**config.mk**
```make
export PLATFORM = sky130hd
export DESIGN_NAME = chain_ctl_port
export DESIGN_NICKNAME = d
export VERILOG_FILES = /design/src/rtl/chain_ctl_pkg.sv /design/src/rtl/ccp_deser.sv /design/src/rtl/ccp_decode.sv /design/src/rtl/ccp_regs.sv /design/src/rtl/ccp_ser.sv /design/src/rtl/chain_ctl_port.sv
export SDC_FILE = /design/constraint.sdc
export NUM_CORES = 1
export LEC_CHECK = 0
export ABC_AREA = 1
export BUFFER_PORTS_ARGS = -buffer_cell sky130_fd_sc_hd__buf_2
export CAP_MARGIN = 20
export CELL_PAD_IN_SITES_DETAIL_PLACEMENT = 1
export CELL_PAD_IN_SITES_GLOBAL_PLACEMENT = 1
export CORE_MARGIN = 2
export CORE_UTILIZATION = 47
export CTS_CLUSTER_SIZE = 12
export DETAILED_ROUTE_END_ITERATION = 10
export PLACE_DENSITY = 0.94
export SETUP_SLACK_MARGIN = 0.1
export SYNTH_ARGS = -nofsm -noshare
export SYNTH_HDL_FRONTEND = slang
export SYNTH_SLANG_ARGS = --single-unit
export TNS_END_PERCENT = 20
```
**constraint.sdc**
```tcl
create_clock -name clk -period 2.39 [get_ports clk]
set_input_delay 0.239 -clock clk [delete_from_list [all_inputs] [get_ports clk]]
set_output_delay 0.239 -clock clk [all_outputs]
set_load 0.02 [all_outputs]
```
**src/rtl/chain_ctl_pkg.sv**
```systemverilog
// Shared word layout and mode encoding for the cascaded control-word port.
// Assumes the fixed 16-bit frame: flag, read flag, address, index, data.
package chain_ctl_pkg;
    localparam int ADDR_W   = 3;
    localparam int IDX_W    = 3;
    localparam int DATA_W   = 8;
    localparam int WORD_W   = 2 + ADDR_W + IDX_W + DATA_W;
    localparam int REG_N    = 1 << IDX_W;
    localparam int FLAG_BIT = WORD_W - 1;
    localparam int RW_BIT   = WORD_W - 2;
    localparam int ADDR_LSB = IDX_W + DATA_W;
    localparam int IDX_LSB  = DATA_W;

    typedef enum logic [1:0] {
        MODE_PROG  = 2'd0,
        MODE_DATA  = 2'd1,
        MODE_MIXED = 2'd2
    } mode_e;
endpackage

```
**src/rtl/ccp_deser.sv**
```systemverilog
// Serial-to-parallel receiver. Counts W bits from the frame marker, MSB
// first. On the last bit it presents the complete word combinationally,
// so a decision can be registered at that edge and be ready for a frame
// that follows without a gap. Assumes markers are at least W cycles apart.
module ccp_deser #(
    parameter int W = chain_ctl_pkg::WORD_W
) (
    input  logic         clk,
    input  logic         rst_n,
    input  logic         sdi,
    input  logic         sdi_fs,
    output logic         done_o,
    output logic [W-1:0] word_o
);
    localparam int CNT_W = $clog2(W + 1);
    localparam logic [CNT_W-1:0] LAST = CNT_W'(W - 1);

    logic [W-1:0]     sh_q;
    logic [CNT_W-1:0] cnt_q;

    // Shift in one bit per cycle and track the position inside the frame.
    always_ff @(posedge clk) begin
        if (!rst_n) begin
            sh_q  <= '0;
            cnt_q <= '0;
        end else if (sdi_fs) begin
            sh_q  <= {{(W-1){1'b0}}, sdi};
            cnt_q <= CNT_W'(1);
        end else if (cnt_q != '0) begin
            sh_q  <= {sh_q[W-2:0], sdi};
            cnt_q <= (cnt_q == LAST) ? '0 : cnt_q + CNT_W'(1);
        end
    end

    // Flag the last bit and assemble the full word around it.
    always_comb begin
        done_o = !sdi_fs && (cnt_q == LAST);
        word_o = {sh_q[W-2:0], sdi};
    end
endmodule

```
**src/rtl/ccp_decode.sv**
```systemverilog
// Control-word classifier. Given the current mode and a completed word, it
// decides among local write, local read, forward with the address lowered
// by one, and drop. Purely combinational; the register read data comes back
// from the register file for the index it requests.
module ccp_decode
    import chain_ctl_pkg::*;
#(
    parameter int W  = WORD_W,
    parameter int AW = ADDR_W,
    parameter int IW = IDX_W,
    parameter int DW = DATA_W
) (
    input  mode_e         mode_i,
    input  logic          done_i,
    input  logic [W-1:0]  word_i,
    input  logic [DW-1:0] rd_data_i,
    output logic [IW-1:0] idx_o,
    output logic          wr_en_o,
    output logic [DW-1:0] wr_data_o,
    output logic          resp_vld_o,
    output logic [W-1:0]  resp_word_o
);
    logic          accept;
    logic          here;
    logic          is_rd;
    logic [AW-1:0] addr;
    logic [W-1:0]  fwd_word;
    logic [W-1:0]  rd_word;

    // Decide whether the word is control for this mode, and where it goes.
    always_comb begin
        unique case (mode_i)
            MODE_PROG:  accept = done_i;
            MODE_MIXED: accept = done_i && word_i[FLAG_BIT];
            default:    accept = 1'b0;
        endcase
        addr      = word_i[ADDR_LSB +: AW];
        here      = (addr == '0);
        is_rd     = word_i[RW_BIT];
        idx_o     = word_i[IDX_LSB +: IW];
        wr_data_o = word_i[DW-1:0];
        wr_en_o   = accept && here && !is_rd;
    end

    // Build the reply word: lowered address for forwarding, data for a read.
    always_comb begin
        fwd_word                      = word_i;
        fwd_word[ADDR_LSB +: AW]      = addr - AW'(1);
        rd_word                       = word_i;
        rd_word[DW-1:0]               = rd_data_i;
        resp_vld_o                    = accept && (!here || is_rd);
        resp_word_o                   = here ? rd_word : fwd_word;
    end
endmodule

```
**src/rtl/ccp_regs.sv**
```systemverilog
// Configuration register file with the mode decode. One register per index,
// written only through the decoder's write enable. The mode is taken from
// register 0, so reset alone returns the block to Program mode. Write strobe
// outputs are registered alongside the write.
module ccp_regs
    import chain_ctl_pkg::*;
#(
    parameter int N  = REG_N,
    parameter int IW = IDX_W,
    parameter int DW = DATA_W
) (
    input  logic          clk,
    input  logic          rst_n,
    input  logic          wr_en_i,
    input  logic [IW-1:0] idx_i,
    input  logic [DW-1:0] wdata_i,
    output logic [DW-1:0] rd_data_o,
    output mode_e         mode_o,
    output logic          wr_stb_o,
    output logic [IW-1:0] wr_idx_o,
    output logic [DW-1:0] wr_data_o
);
    logic [DW-1:0] regs [N];

    for (genvar g = 0; g < N; g++) begin : g_reg
        logic [DW-1:0] q;
        // Hold one register; load it when the write names this index.
        always_ff @(posedge clk) begin
            if (!rst_n)                               q <= '0;
            else if (wr_en_i && (idx_i == IW'(g)))    q <= wdata_i;
        end
        assign regs[g] = q;
    end

    // Read port and mode decode from the two low bits of register 0.
    always_comb begin
        rd_data_o = regs[idx_i];
        if (!regs[0][0])     mode_o = MODE_PROG;
        else if (regs[0][1]) mode_o = MODE_MIXED;
        else                 mode_o = MODE_DATA;
    end

    // Register the write strobe with its index and data.
    always_ff @(posedge clk) begin
        if (!rst_n) begin
            wr_stb_o  <= 1'b0;
            wr_idx_o  <= '0;
            wr_data_o <= '0;
        end else begin
            wr_stb_o  <= wr_en_i;
            wr_idx_o  <= idx_i;
            wr_data_o <= wdata_i;
        end
    end


    write_gate_chk: assert property (@(posedge clk) disable iff (!rst_n)
        wr_stb_o |-> ($past(mode_o) != MODE_DATA));


    data_lock_chk: assert property (@(posedge clk) disable iff (!rst_n)
        ($past(rst_n) && $past(mode_o) == MODE_DATA) |-> (mode_o == MODE_DATA));
endmodule

```
**src/rtl/ccp_ser.sv**
```systemverilog
// Outgoing word selection and parallel-to-serial shifter. A single pending
// slot holds a forwarded word or a read reply. The slot is filled on a
// word's last bit and emptied at the next frame marker. With no pending word,
// the sample slot is filled according to the mode. Assumes at most one
// reply per frame, which holds because each frame carries one word.
module ccp_ser
    import chain_ctl_pkg::*;
#(
    parameter int           W    = WORD_W,
    parameter logic [W-1:0] FILL = '0
) (
    input  logic         clk,
    input  logic         rst_n,
    input  logic         load_i,
    input  logic         resp_vld_i,
    input  logic [W-1:0] resp_word_i,
    input  mode_e        mode_i,
    input  logic [W-1:0] sample_i,
    output logic         sdo,
    output logic         sdo_fs
);
    logic         pend_q;
    logic [W-1:0] pend_word_q;
    logic [W-1:0] next_word;
    logic [W-1:0] sh_q;

    // Capture a reply at a word's end; release the slot at each frame start.
    always_ff @(posedge clk) begin
        if (!rst_n) begin
            pend_q      <= 1'b0;
            pend_word_q <= '0;
        end else if (load_i) begin
            pend_q      <= 1'b0;
        end else if (resp_vld_i) begin
            pend_q      <= 1'b1;
            pend_word_q <= resp_word_i;
        end
    end

    // Choose the word for the coming slot: pending reply first, else sample slot.
    always_comb begin
        if (pend_q) begin
            next_word = pend_word_q;
        end else begin
            unique case (mode_i)
                MODE_DATA:  next_word = sample_i;
                MODE_MIXED: next_word = {1'b0, sample_i[W-2:0]};
                default:    next_word = FILL;
            endcase
        end
    end

    // Load on the frame marker and shift out one bit per cycle, MSB first.
    always_ff @(posedge clk) begin
        if (!rst_n) begin
            sh_q   <= '0;
            sdo    <= 1'b0;
            sdo_fs <= 1'b0;
        end else begin
            sdo_fs <= load_i;
            if (load_i) begin
                sdo  <= next_word[W-1];
                sh_q <= {next_word[W-2:0], 1'b0};
            end else begin
                sdo  <= sh_q[W-1];
                sh_q <= {sh_q[W-2:0], 1'b0};
            end
        end
    end


    mixed_msb_chk: assert property (@(posedge clk) disable iff (!rst_n)
        (sdo_fs && $past(rst_n) && $past(mode_i) == MODE_MIXED && !$past(pend_q)) |-> !sdo);
endmodule

```
**src/rtl/chain_ctl_port.sv**
```systemverilog
// Top of the cascaded control-word port. Connects the receiver, the decoder,
// the register file with its mode decode, and the transmitter. The outgoing
// frame timing is taken from the incoming frame marker, so each word received
// in one slot is answered in the next. Assumes one word per frame and frame
// markers at least 16 cycles apart.
module chain_ctl_port
    import chain_ctl_pkg::*;
#(
    parameter logic [WORD_W-1:0] FILL_WORD = '0
) (
    input  logic              clk,
    input  logic              rst_n,
    input  logic              sdi,
    input  logic              sdi_fs,
    input  logic [WORD_W-1:0] sample_in,
    output logic              sdo,
    output logic              sdo_fs,
    output logic [1:0]        mode_o,
    output logic              wr_stb,
    output logic [IDX_W-1:0]  wr_idx,
    output logic [DATA_W-1:0] wr_data
);
    logic              done;
    logic [WORD_W-1:0] word;
    mode_e             mode;
    logic [IDX_W-1:0]  idx;
    logic              wr_en;
    logic [DATA_W-1:0] wdata;
    logic [DATA_W-1:0] rd_data;
    logic              resp_vld;
    logic [WORD_W-1:0] resp_word;

    ccp_deser #(.W(WORD_W)) rx_i (
        .clk    (clk),
        .rst_n  (rst_n),
        .sdi    (sdi),
        .sdi_fs (sdi_fs),
        .done_o (done),
        .word_o (word)
    );

    ccp_decode #(.W(WORD_W), .AW(ADDR_W), .IW(IDX_W), .DW(DATA_W)) dec_i (
        .mode_i      (mode),
        .done_i      (done),
        .word_i      (word),
        .rd_data_i   (rd_data),
        .idx_o       (idx),
        .wr_en_o     (wr_en),
        .wr_data_o   (wdata),
        .resp_vld_o  (resp_vld),
        .resp_word_o (resp_word)
    );

    ccp_regs #(.N(REG_N), .IW(IDX_W), .DW(DATA_W)) regs_i (
        .clk       (clk),
        .rst_n     (rst_n),
        .wr_en_i   (wr_en),
        .idx_i     (idx),
        .wdata_i   (wdata),
        .rd_data_o (rd_data),
        .mode_o    (mode),
        .wr_stb_o  (wr_stb),
        .wr_idx_o  (wr_idx),
        .wr_data_o (wr_data)
    );

    ccp_ser #(.W(WORD_W), .FILL(FILL_WORD)) tx_i (
        .clk         (clk),
        .rst_n       (rst_n),
        .load_i      (sdi_fs),
        .resp_vld_i  (resp_vld),
        .resp_word_i (resp_word),
        .mode_i      (mode),
        .sample_i    (sample_in),
        .sdo         (sdo),
        .sdo_fs      (sdo_fs)
    );

    // Present the mode as its two-bit code.
    always_comb mode_o = mode;


    write_after_frame_chk: assert property (@(posedge clk) disable iff (!rst_n)
        wr_stb |-> $past(done));


    mode_change_chk: assert property (@(posedge clk) disable iff (!rst_n)
        ($past(rst_n) && mode_o != $past(mode_o)) |-> (wr_stb && wr_idx == '0));
endmodule

```
# Word-level counts from Yosys, hierarchy flattened
# Cells that the tools add are included.
dict set report word_totals {
  reg_bits 131
  output_inout_bits 16
  wordCells 76
}
dict set report classes {
  n_addsub 2
  order_cmp 1
  n_eq_ne 10
  muxes 16
  bitwise 3
  n_reduce_logical 24
}
# operator count
set op_table {}
lappend op_table {{16-bit two-way mux} 2}
lappend op_table {{16-bit case mux with 2 select lines} 1}
lappend op_table {{8-bit binary-select mux with 3-bit select} 1}
lappend op_table {{8-bit two-way mux} 2}
lappend op_table {{14-bit two-way mux} 1}
lappend op_table {{1-bit logical AND} 13}
lappend op_table {{3-bit == test (second input constant)} 4}
lappend op_table {{3-bit by 2-bit == test with 1-bit output (second input constant)} 2}
lappend op_table {{3-bit logical NOT} 2}
lappend op_table {{5-bit by 1-bit adder with 5-bit output (second input constant)} 1}
lappend op_table {{5-bit by 4-bit == test with 1-bit output (second input constant)} 1}
lappend op_table {{1-bit two-way mux} 5}
lappend op_table {{5-bit two-way mux} 1}
lappend op_table {{5-bit nonzero test} 1}
lappend op_table {{4-bit >= comparator (second input constant)} 1}
lappend op_table {{2-bit two-way mux} 2}
lappend op_table {{3-bit inverter with 4-bit output} 1}
lappend op_table {{3-bit by 1-bit == test with 1-bit output (second input constant)} 1}
lappend op_table {{1-bit logical NOT} 3}
lappend op_table {{3-bit by 1-bit subtractor with 3-bit output (second input constant)} 1}
lappend op_table {{2-bit by 1-bit == test with 1-bit output (second input constant)} 1}
lappend op_table {{2-bit == test (second input constant)} 1}
lappend op_table {{2-bit logical NOT} 1}
lappend op_table {{1-bit inverter} 2}
lappend op_table {{5 further kinds} 5}

# Logic depth before layout (Yosys ltp)
dict set report depth {
  ltp_word 7
  depth_mapped 10
  depth_no_buf 9
}

# Hierarchy
# A second synthesis with hierarchy kept.
dict set report unflattened {
  hier_cells 884
  area_unflattened_um2 5947.0
}
# mod n_inst cells_each area_per_inst_um2 seq_area_each_um2
set by_module_without_submodules {}
lappend by_module_without_submodules {ccp_regs 1 511 3285.7 1521.5}
lappend by_module_without_submodules {ccp_ser 1 201 1428.9 680.7}
lappend by_module_without_submodules {ccp_deser 1 103 855.8 400.4}
lappend by_module_without_submodules {ccp_decode 1 69 376.6 0.0}

# Worst setup path before layout
# Ideal clock, no wire load.
dict set report synth_path {
  path_type {flip-flop to flip-flop}
  from {reg rx_i.cnt_q[0]}
  to {reg regs_i.g_reg[4].q[0]}
  arrival_time_ns 1.489
  required_ns 2.277
  setup_slack_ns 0.788
  stages_incl_launch_ff 9
  n_path_buf 2
  path_cell_list {dfxtp_1 -> ha_1 -> nand4_2 -> nor2_4 -> buf_8 -> nand4_4 -> buf_6 -> nor2_1 -> nor2_1}
}
dict set report synth_via {
  elab_chain_cells 7
}
# element line_no
set synth_rtl {}
lappend synth_rtl {{from (decl)} ccp_deser.sv:19} ;# logic [CNT_W-1:0] cnt_q;
lappend synth_rtl {{from (signal assigned)} ccp_deser.sv:31} ;# cnt_q <= (cnt_q == LAST) ? '0 : cnt_q + CNT_W'(1);
lappend synth_rtl {{5-bit by 4-bit == test with 1-bit output (*)} ccp_deser.sv:37} ;# done_o = !sdi_fs && (cnt_q == LAST);
lappend synth_rtl {{1-bit logical AND (*)} ccp_deser.sv:37}
lappend synth_rtl {{1-bit logical AND} ccp_decode.sv:34} ;# MODE_MIXED: accept = done_i && word_i[FLAG_BIT];
lappend synth_rtl {{1-bit case mux with 2 select lines (*)} ccp_decode.sv:32} ;# unique case (mode_i)
lappend synth_rtl {{1-bit logical AND (*) (2 in a row)} ccp_decode.sv:42} ;# wr_en_o = accept && here && !is_rd;
lappend synth_rtl {{1-bit logical AND (*)} ccp_regs.sv:30} ;# else if (wr_en_i && (idx_i == IW'(g))) q <= wdata_i;
lappend synth_rtl {{to (signal assigned)} ccp_regs.sv:30}
lappend synth_rtl {{to (decl)} ccp_regs.sv:26} ;# logic [DW-1:0] q;
# Every way passes the cells marked *; elsewhere a longest branch is shown, timed or not.
# A chain may end at the register's enable or synchronous reset.

# Worst setup path after layout
dict set report layout_path {
  from {reg rx_i.cnt_q[0]}
  to {reg regs_i.g_reg[2].q[1]}
}
dict set report layout_via {
  elab_chain_cells 7
}
# element line_no
set layout_rtl {}
lappend layout_rtl {{5-bit by 4-bit == test with 1-bit output (*)} ccp_deser.sv:37}
lappend layout_rtl {{1-bit logical AND (*)} ccp_deser.sv:37}
lappend layout_rtl {{1-bit logical AND} ccp_decode.sv:34}
lappend layout_rtl {{1-bit case mux with 2 select lines (*)} ccp_decode.sv:32}
lappend layout_rtl {{1-bit logical AND (*) (2 in a row)} ccp_decode.sv:42}
lappend layout_rtl {{1-bit logical AND (*)} ccp_regs.sv:30}
lappend layout_rtl {{to (signal assigned)} ccp_regs.sv:30}
lappend layout_rtl {{to (decl)} ccp_regs.sv:26}
# Marked as above.

==> results.cfg <==
[outcome]
outcome = completed

[yosys]
synthSimpleGateAreaFrac = 0.332
ys_warn_count = 0
synth_mux_area_frac = 0
ys.flop_type = dfxtp_1
ys_seq_area_frac = 0.449
netlist_area_mm2 = 0.00579
synth_most_common_cell = nor2_1
synth_top_family_by_area = simple AND/OR/NAND/NOR gates
ys_top_cells_by_count = nor2_1 (225), nand2_1 (189), dfxtp_1 (130)
avgSynthCellArea_um2 = 6.88
synth_fa_ha_area_frac = 0.00864
yosysTopAreaCell = dfxtp_1
synth_cells = 842
synth_top_area_frac = 0.449
synth_compound_area_frac = 0.0864
synth-edff-count = 0
async_flop_share = 0
synth_area_leaders = dfxtp_1 (45%), nor2_1 (15%), nand2_1 (12%), inv_1 (7.5%), nand3_1 (2.7%)
ys_ff_latch = 130
synthXorXnorAreaFrac = 0.00605
yosysUniqueCellTypes = 31
synth_nets = 866

[floorplan]
ioPinCount = 36
initial_utilization = 0.482
die_h_um = 115
die_x_um = 115
dieArea_mm2 = 0.0132
core_mm2 = 0.0120
rows = 40

[routing]
via_per_inst = 5.57
ant_nets = 0
drtIter0Drc = 486
drc = 0
dr.pass1.iters = 5
routed_wl_mm = 20.1
routedWlPerCell_um = 19.7
routed-via-count = 5694

[flow_run]
drv_cap = 0

[placement]
io_buffers = 35
gp_congestion = 0.833
hpwl_mm = 11.6
place_area_mm2 = 0.00602

[clock_tree]
htree_levels = 4
cts_buffers = 17
tritoncts = done
post_cts_buffers = 0
cts.repair.resized = 0
cts_root_buffer = clkbuf_16
clockBufferDepth = 2
cts_hold_buf = 0
numClockSinks = 130
clk_latency_ns = 0.43
clk_pin_slew_ns = 0.06

[sta]
worst_pin_slew_ns = 0.726
clock_skew_ns = 0.0109
rsz0062_at_grt = no
fin_crit_ns = 2.15
min_period_over_period = 0.900
setup_violations = 0
slew_viol_final = 0
relSlewSlack = 0.515
max_freq_ghz = 0.465
setup_tns_ns = 0
hold_viol_final = 0

[critical_path]
crit_chain = ha_1, nand4_2, nor2_4, buf_4, nand4_4, nor2_1, nor2_1
worst_ep_required_time_ns = 2.70
cp_slowest_cell = dfxtp_1
cp.arrival_ns = 2.46
critPathMaxFanout = 16
crit_type = reg2reg
endpoint_kind = register
cp_slowest_stage_delay_ns = 0.40
cp-start-kind = register
cp_common_cell = nor2_1

[power]
finalPower_mw = 4.85
power.density_mw_per_mm2 = 736
p_leak_nw = 3.31
irDropWorstVdd_mv = 0.442

[global_route]
grt_pass1_vias = 6106
grt_max_degree = 70
gr-total-overflow = 0
grt_pass1_wl_mm = 31.7
grt_antenna_before_repair = 0
track_usage = 0.319

[finish]
diodes = 0
drive_gt1_frac = 0.104
fin_area_mm2 = 0.00660
finalNetCount = 888
area_growth_pct = 13.9

[min_path]
hp-class = in2reg
==> where the power goes <==
group | internal, mW | leakage (nW) | total [mW] | switching (mW)
clock network | 1.56 | 0.275 | 2.55 | 0.984
registers | 2.18 | 1.05 | 2.19 | 0.0133
logic | 0.0292 | 1.99 | 0.118 | 0.0888
==> cell type report <==
| type | count | area, um2 |
|---|---|---|
| clock buffer | 24 | 502 |
| clock inverter | 7 | 75.1 |
| fill | 1576 | 5410 |
| inverter | 119 | 447 |
| multi-input combinational | 549 | 2510 |
| sequential | 130 | 2600 |
| tap | 147 | 184 |
| timing repair buffer | 47 | 278 |
==> state kept, by name, indices dropped and copies added, names as in the netlist <==
| register | flops |
|---|---|
| regs_i.g.q | 64 |
| tx_i.pend_word_q | 16 |
| rx_i.sh_q | 15 |
| tx_i.sh_q | 15 |
| regs_i.wr_data_o | 8 |
| rx_i.cnt_q | 5 |
| regs_i.wr_idx_o | 3 |
| regs_i.wr_stb_o | 1 |
| tx_i.pend_q | 1 |
| tx_i.sdo | 1 |
| tx_i.sdo_fs | 1 |
==> per-layer routing <==
layer / vias up / wire [um] / GRT usage
met3: 100 / 1190 / 0.0875
met1: 2732 / 7780 / 0.347
met5: - / 0 / 0
met4: 0 / 1280 / 0.228
met2: 256 / 9890 / 0.537
li1: 2606 / - / -
==> worst max-delay path: cells and delay by family, from the launching register on <==
kind	cells	cell delay, ns
buffers and inverters	1	0.24
adders and majority gates	1	0.25
DFF	1	0.40
and+or+nand+nor	5	1.14
==> through the flow <==
step	cells	hold slack, ns	setup slack (ns)	utilization
after floorplan	842	0.382	0.788	-
after global placement	992	0.428	0.464	0.501
after detailed placement	992	0.438	0.348	0.501
after CTS	1023	0.0974	0.266	0.549
after global routing	1023	0.0964	0.103	0.549
final	1023	0.108	0.240	0.549
==> path summary, 6_finish.rpt <==
path            startpoint                   end  slack [ns]  cells past startpoint
min reg2reg  tx_i.sh_q[11]         tx_i.sh_q[12]        0.45                      1
max          rx_i.cnt_q[0]  regs_i.g_reg[2].q[1]        0.24                      7
min           sample_in[0]          tx_i.sh_q[1]        0.11                      3
max reg2reg  rx_i.cnt_q[0]  regs_i.g_reg[2].q[1]        0.24                      7
==> cell usage in the layout, fill, tap and decap left out, types with 2 or more instances in the layout <==
master / Yosys / layout
nor2_1: 225 / 225
nand2_1: 189 / 189
dfxtp_1: 130 / 130
inv_1: 116 / 116
buf_2: 8 / 35
nand3_1: 31 / 31
a21oi_1: 28 / 28
clkbuf_16: 0 / 17
a22o_1: 16 / 16
o21ai_0: 15 / 15
o22ai_1: 14 / 14
buf_4: 0 / 11
nand4_4: 6 / 6
o21ai_1: 5 / 5
clkbuf_8: 0 / 5
ha_1: 4 / 4
nand4_2: 3 / 3
clkinvlp_4: 0 / 3
inv_2: 2 / 2
xor2_1: 2 / 2
a32oi_1: 2 / 2
xnor2_1: 2 / 2
clkbuf_1: 19 / 2
clkinv_4: 0 / 2
==> kinds of logic after synthesis <==
kind of cell,count (synthesis)
compound gates,82
simple gates,459
flops,130
xor+xnor,4
buf+inv,163
fa+ha+maj,4
Power figures use the tool's default switching activity.
